<file path="src/rtl/cnt_timer16_pkg.sv">
package cnt_timer16_pkg;

    // Control states of the counter
    typedef enum logic [1:0] {
        ST_OFF  = 2'd0,
        ST_IDLE = 2'd1,
        ST_RUN  = 2'd2
    } run_state_e;

    // Output shape selection, mode bits [1:0]
    typedef enum logic [1:0] {
        SHP_ONESHOT = 2'd0,
        SHP_PULSE   = 2'd1,
        SHP_SQUARE  = 2'd2,
        SHP_SPARE   = 2'd3
    } shape_e;

    // Mode byte, msb first
    typedef struct packed {
        logic   retrig;   // bit 7
        logic   out_en;   // bit 6
        logic   x_gate;   // bit 5
        logic   x_trig;   // bit 4
        logic   x_count;  // bit 3
        logic   cont;     // bit 2
        shape_e shape;    // bits 1:0
    } mode_t;

    // Register addresses
    localparam int unsigned ADR_RLD_LO = 0;
    localparam int unsigned ADR_MODE   = 2;
    localparam int unsigned ADR_CMD    = 3;
    localparam int unsigned ADR_VIEW_H = 4;
    localparam int unsigned ADR_VIEW_L = 5;
    localparam int unsigned ADR_MASTER = 6;

    // Command bits (write)
    localparam int unsigned CB_GATE = 0;
    localparam int unsigned CB_TRIG = 1;
    localparam int unsigned CB_CAPT = 2;
    localparam int unsigned CB_ACK  = 3;

    // Status bits (read)
    localparam int unsigned SB_GATE = 0;
    localparam int unsigned SB_FROZ = 2;
    localparam int unsigned SB_CIP  = 5;
    localparam int unsigned SB_PEND = 6;

endpackage

</file>
<file path="src/rtl/cnt_timer16_edge.sv">
module cnt_timer16_edge #(
    parameter int unsigned N = 2
) (
    input  logic         clk,
    input  logic         rst_n,
    input  logic [N-1:0] lvl,
    output logic [N-1:0] rise
);

    logic [N-1:0] prev_q;

    always_ff @(posedge clk or negedge rst_n) begin
        if (!rst_n) prev_q <= '0;
        else        prev_q <= lvl;
    end

    for (genvar i = 0; i < N; i++) begin : g_rise
        assign rise[i] = lvl[i] & ~prev_q[i];
    end

endmodule

</file>
<file path="src/rtl/cnt_timer16_regs.sv">
module cnt_timer16_regs
    import cnt_timer16_pkg::*;
#(
    parameter int unsigned CNT_W  = 16,
    parameter int unsigned DATA_W = 8,
    parameter int unsigned ADDR_W = 3
) (
    input  logic              clk,
    input  logic              rst_n,
    input  logic              wr_en,
    input  logic              rd_en,
    input  logic [ADDR_W-1:0] addr,
    input  logic [DATA_W-1:0] wdata,
    output logic [DATA_W-1:0] rdata,
    input  logic [CNT_W-1:0]  count,
    input  logic              cip,
    input  logic              pend,
    output logic [CNT_W-1:0]  reload,
    output mode_t             mode,
    output logic              master_en,
    output logic              gate_eff,
    output logic              trig_sw,
    output logic              ack_cmd
);

    localparam int unsigned NBYTES = CNT_W / DATA_W;

    logic [DATA_W-1:0] rld_byte [NBYTES];
    mode_t             mode_q;
    logic              master_q;
    logic              gate_q;
    logic              frozen_q;
    logic [CNT_W-1:0]  cap_q;
    logic [CNT_W-1:0]  view;
    logic              cmd_wr;
    logic              cap_cmd;
    logic              view_lo_rd;
    logic [DATA_W-1:0] status;

    assign cmd_wr     = wr_en && (addr == ADDR_W'(ADR_CMD));
    assign gate_eff   = cmd_wr ? wdata[CB_GATE] : gate_q;
    assign trig_sw    = cmd_wr && wdata[CB_TRIG];
    assign cap_cmd    = cmd_wr && wdata[CB_CAPT];
    assign ack_cmd    = cmd_wr && wdata[CB_ACK];
    assign view_lo_rd = rd_en && (addr == ADDR_W'(ADR_VIEW_L));

    // Reload bytes, one register per byte lane
    for (genvar b = 0; b < NBYTES; b++) begin : g_rld
        always_ff @(posedge clk or negedge rst_n) begin
            if (!rst_n)
                rld_byte[b] <= '0;
            else if (wr_en && (addr == ADDR_W'(ADR_RLD_LO + b)))
                rld_byte[b] <= wdata;
        end
        assign reload[b*DATA_W +: DATA_W] = rld_byte[b];
    end

    always_ff @(posedge clk or negedge rst_n) begin
        if (!rst_n) begin
            mode_q   <= '0;
            master_q <= 1'b0;
            gate_q   <= 1'b0;
        end else if (wr_en) begin
            if (addr == ADDR_W'(ADR_MODE))   mode_q   <= mode_t'(wdata[7:0]);
            if (addr == ADDR_W'(ADR_MASTER)) master_q <= wdata[0];
            if (cmd_wr)                      gate_q   <= wdata[CB_GATE];
        end
    end

    // Count view: capture wins over a release in the same cycle
    always_ff @(posedge clk or negedge rst_n) begin
        if (!rst_n) begin
            cap_q    <= '0;
            frozen_q <= 1'b0;
        end else if (cap_cmd) begin
            cap_q    <= count;
            frozen_q <= 1'b1;
        end else if (view_lo_rd) begin
            frozen_q <= 1'b0;
        end
    end

    assign view      = frozen_q ? cap_q : count;
    assign mode      = mode_q;
    assign master_en = master_q;

    always_comb begin
        status          = '0;
        status[SB_GATE] = gate_q;
        status[SB_FROZ] = frozen_q;
        status[SB_CIP]  = cip;
        status[SB_PEND] = pend;
    end

    always_comb begin
        unique case (addr)
            ADDR_W'(ADR_RLD_LO):     rdata = rld_byte[0];
            ADDR_W'(ADR_RLD_LO + 1): rdata = rld_byte[NBYTES-1];
            ADDR_W'(ADR_MODE):       rdata = DATA_W'(mode_q);
            ADDR_W'(ADR_CMD):        rdata = status;
            ADDR_W'(ADR_VIEW_H):     rdata = view[CNT_W-1 -: DATA_W];
            ADDR_W'(ADR_VIEW_L):     rdata = view[DATA_W-1:0];
            ADDR_W'(ADR_MASTER):     rdata = DATA_W'(master_q);
            default:                 rdata = '0;
        endcase
    end

    // reading the low view byte releases a freeze unless a capture coincides
    assert_view_release_R9: assert property (@(posedge clk) disable iff (!rst_n)
        (view_lo_rd && frozen_q && !cap_cmd) |=> !frozen_q);

    // every command write leaves the gate at the written value
    assert_gate_follows_write_R8: assert property (@(posedge clk) disable iff (!rst_n)
        cmd_wr |=> (gate_q == $past(wdata[CB_GATE])));

endmodule

</file>
<file path="src/rtl/cnt_timer16_core.sv">
module cnt_timer16_core
    import cnt_timer16_pkg::*;
#(
    parameter int unsigned CNT_W = 16
) (
    input  logic             clk,
    input  logic             rst_n,
    input  logic             master_en,
    input  logic             gate_eff,
    input  mode_t            mode,
    input  logic [CNT_W-1:0] reload,
    input  logic             trig_req,
    input  logic             ack_cmd,
    input  logic             x_count_rise,
    input  logic             ext_gate_in,
    output logic [CNT_W-1:0] count,
    output logic             cip,
    output logic             pend,
    output logic             shape_out
);

    localparam logic [CNT_W-1:0] ONE = CNT_W'(1);

    run_state_e       state_q, state_d;
    logic [CNT_W-1:0] count_q;
    logic             pend_q;
    logic             pulse_q;
    logic             sq_q;

    logic ext_gate_ok, tick, trig_hit, start, rearm, tick_en, at_end, tc_hit;

    assign ext_gate_ok = !mode.x_gate || ext_gate_in;
    assign tick        = mode.x_count ? x_count_rise : 1'b1;
    assign trig_hit    = master_en && gate_eff && trig_req;
    assign start       = (state_q == ST_IDLE) && trig_hit;
    assign rearm       = (state_q == ST_RUN) && trig_hit && mode.retrig;
    assign tick_en     = (state_q == ST_RUN) && master_en && gate_eff && ext_gate_ok && tick;
    assign at_end      = tick_en && (count_q <= ONE);
    assign tc_hit      = at_end && !rearm;

    // Next-state logic
    always_comb begin
        state_d = state_q;
        unique case (state_q)
            ST_OFF:  if (master_en) state_d = ST_IDLE;                    // enable
            ST_IDLE: if (!master_en) state_d = ST_OFF;                    // disable
                     else if (start) state_d = ST_RUN;                    // start
            ST_RUN:  if (!master_en) state_d = ST_OFF;                    // disable
                     else if (tc_hit && !mode.cont) state_d = ST_IDLE;    // expire
            default: state_d = ST_OFF;
        endcase
    end

    // State register
    always_ff @(posedge clk or negedge rst_n) begin
        if (!rst_n) state_q <= ST_OFF;
        else        state_q <= state_d;
    end

    // Count datapath: load on start/rearm, reload or empty at terminal count
    always_ff @(posedge clk or negedge rst_n) begin
        if (!rst_n)              count_q <= '0;
        else if (start || rearm) count_q <= reload;
        else if (tc_hit)         count_q <= mode.cont ? reload : '0;
        else if (tick_en)        count_q <= count_q - ONE;
    end

    // Output process: pending flag, pulse and square-wave registers
    always_ff @(posedge clk or negedge rst_n) begin
        if (!rst_n) begin
            pend_q  <= 1'b0;
            pulse_q <= 1'b0;
            sq_q    <= 1'b0;
        end else begin
            if (tc_hit)       pend_q <= 1'b1;
            else if (ack_cmd) pend_q <= 1'b0;
            pulse_q <= tc_hit;
            if (start)        sq_q <= 1'b1;
            else if (tc_hit)  sq_q <= ~sq_q;
        end
    end

    always_comb begin
        unique case (mode.shape)
            SHP_ONESHOT: shape_out = (state_q == ST_RUN);
            SHP_PULSE:   shape_out = pulse_q;
            SHP_SQUARE:  shape_out = sq_q;
            SHP_SPARE:   shape_out = (state_q == ST_RUN);
            default:     shape_out = 1'b0;
        endcase
    end

    assign count = count_q;
    assign cip   = (state_q == ST_RUN);
    assign pend  = pend_q;

    // a cleared master enable forces the off state next cycle
    assert_off_when_disabled_R10: assert property (@(posedge clk) disable iff (!rst_n)
        !master_en |=> (state_q == ST_OFF));

    // the pending flag only rises after a counting tick
    assert_pend_after_tick_R2: assert property (@(posedge clk) disable iff (!rst_n)
        $rose(pend_q) |-> $past(tick_en));

    // an ordinary tick lowers the count by exactly one
    assert_decrement_R1: assert property (@(posedge clk) disable iff (!rst_n)
        (tick_en && (count_q > ONE) && !rearm) |=> (count_q == $past(count_q) - ONE));

    // without retrigger, a trigger while counting leaves the count alone
    assert_no_retrig_R7: assert property (@(posedge clk) disable iff (!rst_n)
        ((state_q == ST_RUN) && trig_hit && !mode.retrig && !tick_en) |=> $stable(count_q));

    // with the gate closed the count holds
    assert_gate_hold_R8: assert property (@(posedge clk) disable iff (!rst_n)
        !gate_eff |=> $stable(count_q));

endmodule

</file>
<file path="src/rtl/cnt_timer16.sv">
module cnt_timer16
    import cnt_timer16_pkg::*;
#(
    parameter int unsigned CNT_W  = 16,
    parameter int unsigned DATA_W = 8,
    parameter int unsigned ADDR_W = 3
) (
    input  logic              clk,
    input  logic              rst_n,
    input  logic              bus_wr,
    input  logic              bus_rd,
    input  logic [ADDR_W-1:0] bus_addr,
    input  logic [DATA_W-1:0] bus_wdata,
    output logic [DATA_W-1:0] bus_rdata,
    input  logic              ext_clk_in,
    input  logic              ext_trig_in,
    input  logic              ext_gate_in,
    output logic              tmr_out,
    output logic              irq
);

    localparam int unsigned N_EDGE = 2;

    logic [CNT_W-1:0]  count, reload;
    logic              cip, pend, master_en, gate_eff, trig_sw, ack_cmd, shape_out;
    mode_t             mode;
    logic [N_EDGE-1:0] rise;
    logic              trig_req;

    cnt_timer16_edge #(.N(N_EDGE)) i_edge (
        .clk   (clk),
        .rst_n (rst_n),
        .lvl   ({ext_trig_in, ext_clk_in}),
        .rise  (rise)
    );

    cnt_timer16_regs #(.CNT_W(CNT_W), .DATA_W(DATA_W), .ADDR_W(ADDR_W)) i_regs (
        .clk       (clk),
        .rst_n     (rst_n),
        .wr_en     (bus_wr),
        .rd_en     (bus_rd),
        .addr      (bus_addr),
        .wdata     (bus_wdata),
        .rdata     (bus_rdata),
        .count     (count),
        .cip       (cip),
        .pend      (pend),
        .reload    (reload),
        .mode      (mode),
        .master_en (master_en),
        .gate_eff  (gate_eff),
        .trig_sw   (trig_sw),
        .ack_cmd   (ack_cmd)
    );

    assign trig_req = trig_sw || (mode.x_trig && rise[1]);

    cnt_timer16_core #(.CNT_W(CNT_W)) i_core (
        .clk          (clk),
        .rst_n        (rst_n),
        .master_en    (master_en),
        .gate_eff     (gate_eff),
        .mode         (mode),
        .reload       (reload),
        .trig_req     (trig_req),
        .ack_cmd      (ack_cmd),
        .x_count_rise (rise[0]),
        .ext_gate_in  (ext_gate_in),
        .count        (count),
        .cip          (cip),
        .pend         (pend),
        .shape_out    (shape_out)
    );

    assign tmr_out = mode.out_en & shape_out;
    assign irq     = pend;

    // output stays low while the output enable is clear
    assert_out_gated_R14: assert property (@(posedge clk) disable iff (!rst_n)
        !mode.out_en |-> !tmr_out);

endmodule

</file>
<file path="config.mk">
export PLATFORM = sky130hd
export DESIGN_NAME = cnt_timer16
export DESIGN_NICKNAME = d
export VERILOG_FILES = /design/src/rtl/cnt_timer16_pkg.sv /design/src/rtl/cnt_timer16_edge.sv /design/src/rtl/cnt_timer16_regs.sv /design/src/rtl/cnt_timer16_core.sv /design/src/rtl/cnt_timer16.sv
export SDC_FILE = /design/constraint.sdc
export NUM_CORES = 1
export LEC_CHECK = 0
export BUFFER_PORTS_ARGS = -buffer_cell sky130_fd_sc_hd__buf_2
export CORE_MARGIN = 3
export CORE_UTILIZATION = 45
export DETAILED_ROUTE_END_ITERATION = 7
export GPL_ROUTABILITY_DRIVEN = 1
export SYNTH_ARGS = -nofsm -noshare
export SYNTH_HDL_FRONTEND = slang
export SYNTH_SLANG_ARGS = --single-unit
</file>
<file path="constraint.sdc">
create_clock -name clk -period 3.4 [get_ports clk]
set_clock_uncertainty 0.15 [all_clocks]
set_input_delay 0.34 -clock clk [delete_from_list [all_inputs] [get_ports clk]]
set_output_delay 0.34 -clock clk [all_outputs]
set_load 0.05 [all_outputs]
</file>
==> flow_summary_export.csv <==
group,metric,value,unit
power_and_ir_drop,swShare,0.362,
worst_hold_path,hold_class,"in -> reg",
synthesis,synthTopCellsByArea,"dfrtp_1 (44%), mux2_2 (10%), mux4_2 (5.4%), nand2_1 (3.5%), o21ai_0 (2.9%)",
global_route,grt_max_degree,41,
placement,post_dp_cell_area,4010,sq um
synthesis,yosys-top-cells-count,"dfrtp_1 (66), mux2_2 (35), nand2_1 (35)",
critical_path,critPathLaunchType,"input pin",
die,dieArea,9540,sq um
status,outcome,"finished, final reports clean",
global_route,antenna_found_initial,0,
clock_tree,htree_levels,3,
critical_path,cp_max_fo,20,
clock_tree,clock_path_buffers,2,
timing,maxSlewHeadroom,0.424,
die,start_util,0.477,
finish,fillers,723,
synthesis,ys_seq_area_frac,0.437,
clock_tree,cts_tree,"done",
synthesis,synthFlopType,"dfrtp_1",
global_route,grt_pass1_vias,2969,
synthesis,synth_top_area_cell,"dfrtp_1",
clock_tree,cts-root-buf,"clkbuf_8",
power_and_ir_drop,combPwrFrac,0.286,
finish,fin_util,0.530,
power_and_ir_drop,ir_worst_vdd,288,uV
critical_path,worstPathArrival,2.81,ns
power_and_ir_drop,finalPower,0.00244,W
critical_path,required,3.52,ns
timing,worstMarginPinSlew,0.862,ns
finish,layout.nets,402,
synthesis,synthCells,349,
detailed_routing,ant_nets,0,
detailed_routing,dr.first_iter.drc_count,202,
finish,fin_area,4200,sq um
critical_path,crit_type,"in -> reg",
critical_path,cp-end-kind,"register",
critical_path,r2r_slack,0.75,ns
timing,fin_crit,2.69,ns
global_route,grt_pass1_wl,16.3,mm
clock_tree,cts_sinks,66,
placement,port_buffers,27,
timing,hold_ws,0.0883,ns
synthesis,post-synth-top-count-cell,"dfrtp_1",
detailed_routing,wl_per_cell,20.2,microns
synthesis,synth_top_cell_area_share,0.437,
power_and_ir_drop,p_switching,0.000884,W
detailed_routing,firstDrtPassIters,4,
global_route,grt-ovfl-total,0,
clock_tree,cts_resized,0,
power_and_ir_drop,clockPowerShare,0.230,
timing,fin_crit_sh,0.791,
die,core.rowCount,32,
synthesis,synth_edf_count,0,
synthesis,synth_warnings,0,
die,core_area,7930,sq um
timing,maxSlewViolCount,0,
timing,setup_viol,0,
synthesis,synth_nets,371,
timing,finalHoldViolCount,0,
flow_run,cap_violations,0,
synthesis,syn_area,3780,sq um
placement,dp_hpwl,7.21,mm
finish,num_antenna_cells,0,
synthesis,syn_area_per_cell,10.8,sq um
timing,fin_setup_tns,0,ns
power_and_ir_drop,p_seq_frac,0.484,
die,die_w,97.7,microns
synthesis,synth_cell_types,64,
clock_tree,clock_latency,0.34,ns
timing,rsz0062_at_grt,"false",
finish,drive_above_1_share,0.290,
timing,fmax,372,MHz
placement,gp_congestion,0.830,
clock_tree,cts_buffers,9,
power_and_ir_drop,p_leak,1.89,nW
detailed_routing,routed_via_density,5.94,
power_and_ir_drop,p_int,0.00156,W
clock_tree,clk_pin_slew,0.07,ns
die,dieHeight,97.7,microns
finish,area_growth_syn_to_layout,11.1,%
global_route,grt_usage,0.219,
die,pin_count,28,
synthesis,async_flop_share,1.00,
detailed_routing,drc,0,
power_and_ir_drop,powerDensity,582,nW/um^2
detailed_routing,vias,2883,
synthesis,ys_ff_latch,66,
detailed_routing,routed_wirelength,9.77,mm
-- layout make-up --
class	count	area [sq um]	area share
Inverter	15	68.8	0.0164
Sequential cell	66	1650	0.393
Clock buffer	11	141	0.0337
Timing Repair Buffer	41	248	0.0590
Tap cell	102	128	0.0304
Clock inverter	3	17.5	0.00417
Multi-Input combinational cell	247	1940	0.463
-- cells by family after synthesis --
logic type	synth area share
simple gates	0.152
mux	0.186
flops	0.437
buf+inv	0.0487
xor+xnor	0.0139
compound gates	0.150
fa+ha+maj	0.0132
-- layout by cell type (no fill, tap or decap), types with 7 or more instances in the layout --
cell	Yosys	routed
mux2_2	35	35
dfrtp_1	66	66
o22ai_1	10	10
inv_1	14	14
nor2_1	12	12
o21ai_0	22	22
buf_4	1	11
nor3_1	7	7
clkbuf_8	0	10
buf_2	2	27
nand2_1	35	35
mux4_2	9	9
a21oi_1	9	9
mux2i_1	8	8
-- power by group through the flow --
| stage | clock (W) | combinational [W] | sequential [W] |
|---|---|---|---|
| 6_report | 0.000562 | 0.000699 | 0.00118 |
| 5_1_grt | 0.000626 | 0.000779 | 0.00121 |
| 4_1_cts | 0.000592 | 0.000704 | 0.00118 |
| 3_5_place_dp | 0 | 0.000698 | 0.00120 |
| 3_3_place_gp | 0 | 0.000688 | 0.00119 |
| 2_1_floorplan | 0 | 0.000596 | 0.00108 |
-- routing by layer --
metal  vias up  GRT usage  wire length [microns]
met2        62      0.326                   4420
met4         0     0.0756                    258
met3        19     0.0517                    422
met5         -          0                      0
li1       1363          -                      -
met1      1439      0.312                   4670
-- flip-flops by register name (all words and copies together) (netlist names), 2 cells and up --
name,flops
i_regs.mode,8
i_edge.prev_q,2
i_regs.reload,16
i_core.count,16
i_regs.cap_q,16
i_core.state_q,2
-- timing repair --
| action | 4_1_cts | 5_1_grt |
|---|---|---|
| setup buffers | 0 | 0 |
| endpoints found under the hold margin | 28 | 0 |
| hold buffers | 3 | 0 |
-- worst paths after layout --
check,start,to,cells past startpoint
max reg2reg,i_core.count[8],i_core.count[1],7
min in group asynchronous,rst_n,i_regs.reload[9],2
min reg2reg,i_regs.cap_q[1],i_regs.cap_q[1],2
max,bus_addr[2],i_core.count[12],7
min,bus_wdata[5],i_regs.mode[5],3
max in group asynchronous,rst_n,i_core.count[5],3
-- through the flow --
step	worst slack (ns)	instances
2_1_floorplan	0.520	349
3_3_place_gp	0.459	468
3_5_place_dp	0.401	468
4_1_cts	0.728	485
5_1_grt	0.607	485
6_report	0.709	485
-- critical path: stages --
cell and delay (ns):
buf_2 0.22, and4b_1 0.49, nand3_2 0.12, a221o_1 0.55, a311o_1 0.49, or4_1 0.52, nand3_1 0.08
No activity file was read; power rests on OpenSTA's default activity.
